<file path="config.mk">
export PLATFORM = sky130hd
export DESIGN_NAME = status_led_driver
export DESIGN_NICKNAME = d
export VERILOG_FILES = /design/src/rtl/sled_pkg.sv /design/src/rtl/sled_timebase.sv /design/src/rtl/sled_pin.sv /design/src/rtl/status_led_driver.sv
export SDC_FILE = /design/constraint.sdc
export NUM_CORES = 1
export LEC_CHECK = 0
export BUFFER_PORTS_ARGS = -buffer_cell sky130_fd_sc_hd__buf_2
export CELL_PAD_IN_SITES_DETAIL_PLACEMENT = 1
export CELL_PAD_IN_SITES_GLOBAL_PLACEMENT = 1
export CORE_MARGIN = 1.5
export CORE_UTILIZATION = 46
export CTS_BUF_LIST = sky130_fd_sc_hd__clkbuf_8
export DETAILED_ROUTE_END_ITERATION = 8
export PLACE_DENSITY_LB_ADDON = 0.1
export SYNTH_ARGS = -nofsm -noshare
export SYNTH_HDL_FRONTEND = slang
export SYNTH_SLANG_ARGS = --single-unit
</file>
<file path="constraint.sdc">
create_clock -name clk -period 2.2 [get_ports clk]
set_clock_uncertainty 0.2 [all_clocks]
set_input_delay 0.22 -clock clk [delete_from_list [all_inputs] [get_ports clk]]
set_output_delay 0.22 -clock clk [all_outputs]
set_load 0.02 [all_outputs]
</file>
<file path="src/rtl/sled_pkg.sv">
package sled_pkg;

    typedef enum logic [1:0] {
        ST_IDLE,
        ST_PLAY,
        ST_STOP
    } sled_state_e;

    typedef enum logic [1:0] {
        KIND_A,
        KIND_B,
        KIND_C,
        KIND_D
    } pin_kind_e;

    typedef enum logic [3:0] {
        MD_BUSY_HI,
        MD_BUSY_LO,
        MD_DRV_LO,
        MD_DRV_HI,
        MD_STOP_HI,
        MD_FAST_P,
        MD_FAST_N,
        MD_SLOW_P,
        MD_SLOW_N,
        MD_DYN_A,
        MD_DYN_B,
        MD_LED_ON,
        MD_LED_OFF
    } pin_mode_e;

    typedef struct packed {
        logic playing;
        logic stop_strobe;
        logic fast_ph;
        logic slow_ph;
        logic dyn_a_lit;
        logic dyn_b_lit;
    } timebase_t;

    // Per-pin option tables; bit 2 picks the LED group, bits 1:0 the entry.
    function automatic pin_mode_e decode_mode(pin_kind_e kind, logic [2:0] code);
        pin_mode_e m;
        m = MD_DRV_LO;
        if (kind == KIND_D) begin
            m = code[0] ? MD_BUSY_LO : MD_BUSY_HI;
        end else if (!code[2]) begin
            unique case (code[1:0])
                2'd0: m = MD_BUSY_HI;
                2'd1: m = MD_DRV_LO;
                2'd2: m = (kind == KIND_C) ? MD_BUSY_LO : MD_STOP_HI;
                2'd3: m = MD_DRV_HI;
                default: m = MD_DRV_LO;
            endcase
        end else begin
            unique case (code[1:0])
                2'd0: m = (kind == KIND_B) ? MD_FAST_N : MD_FAST_P;
                2'd1: m = (kind == KIND_B) ? MD_SLOW_N : MD_SLOW_P;
                2'd2: begin
                    if (kind == KIND_A)      m = MD_DYN_A;
                    else if (kind == KIND_B) m = MD_DYN_B;
                    else                     m = MD_LED_ON;
                end
                2'd3: m = (kind == KIND_B) ? MD_LED_ON : MD_LED_OFF;
                default: m = MD_LED_OFF;
            endcase
        end
        return m;
    endfunction

endpackage

</file>
<file path="src/rtl/sled_timebase.sv">
module sled_timebase
    import sled_pkg::*;
#(
    parameter int FAST_HALF = 2048,
    parameter int SLOW_HALF = 8192,
    parameter int DYN_BASE  = 64,
    parameter int DYN_SLOTS = 10,
    parameter int DYN_LIT_A = 7,
    parameter int DYN_LIT_B = 9
) (
    input  logic      clk,
    input  logic      rst_n,
    input  logic      busy,
    input  logic      tick,
    output timebase_t tb
);

    localparam int FB = $clog2(FAST_HALF);
    localparam int SB = $clog2(SLOW_HALF);
    localparam int CW = SB + 1;
    localparam int BW = $clog2(DYN_BASE);
    localparam int SW = $clog2(DYN_SLOTS);

    sled_state_e     state, state_nx;
    logic [CW-1:0]   ph_cnt;
    logic [BW-1:0]   base_cnt;
    logic [SW-1:0]   slot;
    logic            in_play;

    initial begin
        AST_FAST_POW2: assert ((1 << FB) == FAST_HALF && FAST_HALF < SLOW_HALF);
        AST_SLOW_POW2: assert ((1 << SB) == SLOW_HALF);
        AST_DYN_SHAPE: assert (DYN_BASE >= 2 && DYN_LIT_A <= DYN_SLOTS && DYN_LIT_B <= DYN_SLOTS);
    end

    // state register
    always_ff @(posedge clk or negedge rst_n) begin
        if (!rst_n) state <= ST_IDLE;
        else        state <= state_nx;
    end

    // next-state
    always_comb begin
        state_nx = state;
        unique case (state)
            ST_IDLE: state_nx = busy ? ST_PLAY : ST_IDLE;
            ST_PLAY: state_nx = busy ? ST_PLAY : ST_STOP;
            ST_STOP: state_nx = busy ? ST_PLAY : ST_IDLE;
            default: state_nx = ST_IDLE;
        endcase
    end

    assign in_play = (state == ST_PLAY);

    // tick counters, live only during playback
    always_ff @(posedge clk or negedge rst_n) begin
        if (!rst_n) begin
            ph_cnt   <= '0;
            base_cnt <= '0;
            slot     <= '0;
        end else if (!in_play) begin
            ph_cnt   <= '0;
            base_cnt <= '0;
            slot     <= '0;
        end else if (tick) begin
            ph_cnt <= ph_cnt + 1'b1;
            if (base_cnt == BW'(DYN_BASE - 1)) begin
                base_cnt <= '0;
                slot     <= (slot == SW'(DYN_SLOTS - 1)) ? '0 : slot + 1'b1;
            end else begin
                base_cnt <= base_cnt + 1'b1;
            end
        end
    end

    // outputs
    always_comb begin
        tb             = '0;
        tb.fast_ph     = ph_cnt[FB];
        tb.slow_ph     = ph_cnt[SB];
        tb.dyn_a_lit   = (slot < SW'(DYN_LIT_A));
        tb.dyn_b_lit   = (slot < SW'(DYN_LIT_B));
        unique case (state)
            ST_IDLE: begin
                tb.playing     = 1'b0;
                tb.stop_strobe = 1'b0;
            end
            ST_PLAY: begin
                tb.playing     = 1'b1;
                tb.stop_strobe = 1'b0;
            end
            ST_STOP: begin
                tb.playing     = 1'b0;
                tb.stop_strobe = 1'b1;
            end
            default: begin
                tb.playing     = 1'b0;
                tb.stop_strobe = 1'b0;
            end
        endcase
    end

    AST_SLOT_IN_RANGE: assert property (@(posedge clk) disable iff (!rst_n)
        slot < SW'(DYN_SLOTS));
    AST_STOP_ONE_CYCLE: assert property (@(posedge clk) disable iff (!rst_n)
        state == ST_STOP |=> state != ST_STOP);
    AST_CNT_FRESH: assert property (@(posedge clk) disable iff (!rst_n)
        $rose(in_play) |-> (ph_cnt == '0 && base_cnt == '0 && slot == '0));
    AST_PHASE_STEADY: assert property (@(posedge clk) disable iff (!rst_n)
        (in_play && busy && !tick) |=> $stable(ph_cnt));

endmodule

</file>
<file path="src/rtl/sled_pin.sv">
module sled_pin
    import sled_pkg::*;
#(
    parameter pin_kind_e KIND = KIND_A
) (
    input  logic [2:0] code,
    input  timebase_t  tb,
    output logic       level
);

    pin_mode_e mode;

    always_comb begin
        mode  = decode_mode(KIND, code);
        level = 1'b1;
        unique case (mode)
            MD_BUSY_HI: level = tb.playing;
            MD_BUSY_LO: level = !tb.playing;
            MD_DRV_LO:  level = 1'b0;
            MD_DRV_HI:  level = 1'b1;
            MD_STOP_HI: level = tb.stop_strobe;
            MD_FAST_P:  level = tb.playing ? tb.fast_ph   : 1'b1;
            MD_FAST_N:  level = tb.playing ? !tb.fast_ph  : 1'b1;
            MD_SLOW_P:  level = tb.playing ? tb.slow_ph   : 1'b1;
            MD_SLOW_N:  level = tb.playing ? !tb.slow_ph  : 1'b1;
            MD_DYN_A:   level = tb.playing ? !tb.dyn_a_lit : 1'b1;
            MD_DYN_B:   level = tb.playing ? !tb.dyn_b_lit : 1'b1;
            MD_LED_ON:  level = !tb.playing;
            MD_LED_OFF: level = 1'b1;
            default:    level = 1'b1;
        endcase
    end

endmodule

</file>
<file path="src/rtl/status_led_driver.sv">
module status_led_driver
    import sled_pkg::*;
#(
    parameter int FAST_HALF = 2048,
    parameter int SLOW_HALF = 8192,
    parameter int DYN_BASE  = 64
) (
    input  logic       clk,
    input  logic       rst_n,
    input  logic       busy,
    input  logic       tick,
    input  logic [2:0] opt_a,
    input  logic [2:0] opt_b,
    input  logic [2:0] opt_c,
    input  logic       opt_d,
    output logic       pin_a,
    output logic       pin_b,
    output logic       pin_c,
    output logic       pin_d
);

    localparam int NPINS = 4;

    timebase_t             tb;
    logic [NPINS-1:0][2:0] codes;
    logic [NPINS-1:0]      levels;

    sled_timebase #(
        .FAST_HALF (FAST_HALF),
        .SLOW_HALF (SLOW_HALF),
        .DYN_BASE  (DYN_BASE),
        .DYN_SLOTS (10),
        .DYN_LIT_A (7),
        .DYN_LIT_B (9)
    ) u_tb (
        .clk   (clk),
        .rst_n (rst_n),
        .busy  (busy),
        .tick  (tick),
        .tb    (tb)
    );

    assign codes[0] = opt_a;
    assign codes[1] = opt_b;
    assign codes[2] = opt_c;
    assign codes[3] = {2'b00, opt_d};

    for (genvar g = 0; g < NPINS; g++) begin : g_pin
        localparam pin_kind_e K = pin_kind_e'(g);
        sled_pin #(.KIND(K)) u_pin (
            .code  (codes[g]),
            .tb    (tb),
            .level (levels[g])
        );
    end

    assign pin_a = levels[0];
    assign pin_b = levels[1];
    assign pin_c = levels[2];
    assign pin_d = levels[3];

    AST_PIN_D_IDLE: assert property (@(posedge clk) disable iff (!rst_n)
        !busy |=> (pin_d == opt_d));
    AST_LED_IDLE_HIGH: assert property (@(posedge clk) disable iff (!rst_n)
        !busy |=> (!opt_a[2] || pin_a));
    AST_DRV_LO_HOLDS: assert property (@(posedge clk) disable iff (!rst_n)
        (opt_c == 3'b001) |-> !pin_c);

endmodule

</file>
==> results.cfg <==
[critical_path]
path_delay_family = compound AO/OA/AOI/OAI gates
worstPathMaxFanout = 3
worst-path-stages = 5
worst_r2r_path_depth = 5
startpoint_type = flip-flop
critical_path.startpoint = u_tb.state[1]
worstSetupPathType = reg2out
required_ns = 1.78
cp.buffers_inverters = 1
critPathArrivalTime_ns = 1.76
worst_r2r_startpoint = u_tb.base_cnt[0]
critical_path.cell_chain = nand2b_4 -> a311o_1 -> o211a_1 -> a211o_1 -> buf_2
critPathMaxStageDelay_ns = 0.42
crit_path_end_kind = primary output
critical_path.slowest_cell = dfrtp_2

[clock_network]
tritoncts_clock_tree = done
cts_buffers = 3
clkTransAtPathRegs_ns = 0.09
clock_tree.root_cell = clkbuf_8
worstSkewPairLatency_ns = 0.28
clk_path_buf_depth = 2
numClockSinks = 26
h-tree-depth = 1

[yosys]
post-synth-top-count-cell = dfrtp_1
synthesis_warning_total = 0
number_of_enable_flip_flop_cells_after_synthesis = 0
async_s_r_ff_share_synth = 1.000
area_share_of_the_largest_cell_type_after_synthesis = 0.4308
syn_nets = 180
synthDistinctLibCells = 35
post_synth_most_frequent_cells = 26 x dfrtp_1, 21 x nor2_1, 12 x nand2_1, 12 x xor2_1, 9 x a21oi_1
seq_area_frac_synth = 0.4308
synth-seq-cells = 26
syn_area_mm2 = 0.001510
synth.largest_area_cell = dfrtp_1
syn-mean-instance-area_um2 = 9.322
synthesis.instances = 162
synth.area.top_cells = dfrtp_1 43%, xor2_1 7.0%, nor2_1 5.2%
synth-main-ff-cell = dfrtp_1

[sta]
hold_ws_ns = 0.1573
fmax_ghz = 0.4586
slew-limit-headroom = 0.6081
tns_ns = 0
setup-violations-final = 0
setup_ws_ns = 0.01922
grt_setup_unrepaired = true
tightestPinTransition_ns = 0.5878
finalHoldViolations = 0
final_max_slew_viol_count = 0
fin_crit_sh = 0.9913
layout_min_cycle_time_ns = 2.181

[power]
largest_voltage_drop_on_the_vdd_net_mv = 0.2937
power_density_mw_per_mm2 = 585.9
leakage_nw = 0.7826

[global_routing]
grt_antenna_before_repair = 0
grt_pass1_vias = 1382
grt_util_all_layers = 0.2246
grt_first_pass_wirelength_mm = 6.113
grt_start_max_net_pins = 28
globalRouteOverflowTotal = 0

[route]
drt_first_pass_iters = 4
drt-vias-per-instance = 5.737
average_detailed_routed_wire_length_per_instance_um = 15.59
drt_iter0_markers = 45
ant_nets = 0
dr_total_vias = 1308
routed_wl_mm = 3.554
remaining_drcs = 0

[job]
timing.max_cap.violations = 0

[floorplanning]
initial_utilization = 0.4907
chipHeight_um = 60.30
design.core.area_mm2 = 0.003078
die_w_um = 60.30
core.rowCount = 20
boundaryPins = 18
fp.dieArea_mm2 = 0.003635

[place]
io_buffer_count = 17
gp_routability_congestion = 0.8230
dp.final_hpwl_mm = 2.452
placement.setup.worst_slack_ns = 0.2323
placedCellCount = 218

[finish]
antennaDiodeCount = 0
finish.cell_count_without_fillers = 228
number_of_fill_cells_in_the_layout = 359
area_delta_synth_final_pct = 17.81
drive_gt1_frac = 0.1848
nets = 203

[min_path]
hold_path.class = in2reg
worst_hold_path.num_cells = 3
min_from = tick

[outcome]
result_of_the_run = finished, final reports clean
## final cells by class
type / instances / area, µm² / share of cell area
clock inverter: 1 / 30.03 / 0.01688
multi-input combinational: 124 / 823.3 / 0.4627
timing repair buffer: 25 / 156.4 / 0.08790
inverter: 5 / 18.77 / 0.01055
sequential: 26 / 654.4 / 0.3678
clock buffer: 3 / 41.29 / 0.02321
tap: 44 / 55.05 / 0.03094
## report_power, final
group	switching, mW	internal (mW)	total [mW]
sequential	0.00938	0.485	0.495
clock	0.159	0.244	0.403
combinational	0.0837	0.0610	0.145
total	0.252	0.790	1.04
## flip-flops by register name, summed over array words and instances (netlist names)
signal / count
u_tb.slot: 4
u_tb.ph_cnt: 14
u_tb.base_cnt: 6
u_tb.state: 2
## path summary, 6_finish.rpt
| check | to | slack [ns] |
|---|---|---|
| max | pin_c | 0.02 |
| min | u_tb.ph_cnt[0] | 0.16 |
| max reg2reg | u_tb.slot[3] | 0.21 |
| min reg2reg | u_tb.state[0] | 0.31 |
| max in group asynchronous | u_tb.slot[2] | 1.11 |
| min in group asynchronous | u_tb.ph_cnt[0] | 0.27 |
## cell usage in the layout (no fill, tap or decap), drive strengths merged, types with 2 or more instances in the layout
| cell | count |
|---|---|
| a21oi | 9 |
| a311o | 3 |
| and3 | 3 |
| and4 | 2 |
| buf | 23 |
| clkbuf | 3 |
| dfrtp | 26 |
| dlygate4sd3 | 2 |
| ha | 4 |
| inv | 5 |
| mux2i | 4 |
| nand2 | 12 |
| nand3 | 7 |
| nand4 | 7 |
| nor2 | 21 |
| nor2b | 2 |
| nor3 | 6 |
| nor4 | 2 |
| o211ai | 3 |
| o21a | 2 |
| o21ai | 6 |
| o221ai | 2 |
| or3 | 3 |
| xnor2 | 6 |
| xor2 | 12 |
## kinds of logic (layout without fill, tap and decap cells)
logic type | count (synthesis) | after routing | synth area share
adder cells (fa/ha/maj) | 4 | 4 | 0.03314
flip-flops | 26 | 26 | 0.4308
XOR/XNOR | 18 | 18 | 0.1044
AO/OA/AOI/OAI | 29 | 29 | 0.1292
buffers and inverters | 12 | 34 | 0.03728
AND/OR/NAND/NOR | 69 | 69 | 0.2386
multiplexers | 4 | 4 | 0.02651
## metrics by stage
| stage | utilization | power, mW | instance area (µm²) |
|---|---|---|---|
| after floorplan | - | 0.5841 | 1510 |
| after global placement | 0.5289 | 0.6280 | 1628 |
| after detailed placement | 0.5289 | 0.6369 | 1628 |
| after CTS | 0.5671 | 1.042 | 1745 |
| after global routing | 0.5780 | 1.082 | 1779 |
| final | 0.5780 | 1.042 | 1779 |
## layer usage
layer	wire, µm	up-vias	track usage	part of all wire
met1	1605	662	0.2757	0.45
met3	79	7	0.02814	0.022
li1	-	619	-	-
met4	64	0	0.09841	0.018
met5	0	-	0	0
met2	1805	20	0.3913	0.51
## repair_timing
item,4_1_cts,5_1_grt
endpoints found under the hold margin,27,0
setup endpoints to repair,2,3
pin swaps,1,2
gates resized for setup,3,8
setup buffers,2,2
hold buffers,2,0
## worst min-delay path: cells and delay by family
kind / cells / cell delay, ns
simple gates: 1 / 0.04
buf+inv: 1 / 0.19
xor+xnor: 1 / 0.16
Power figures use the tool's default switching activity.
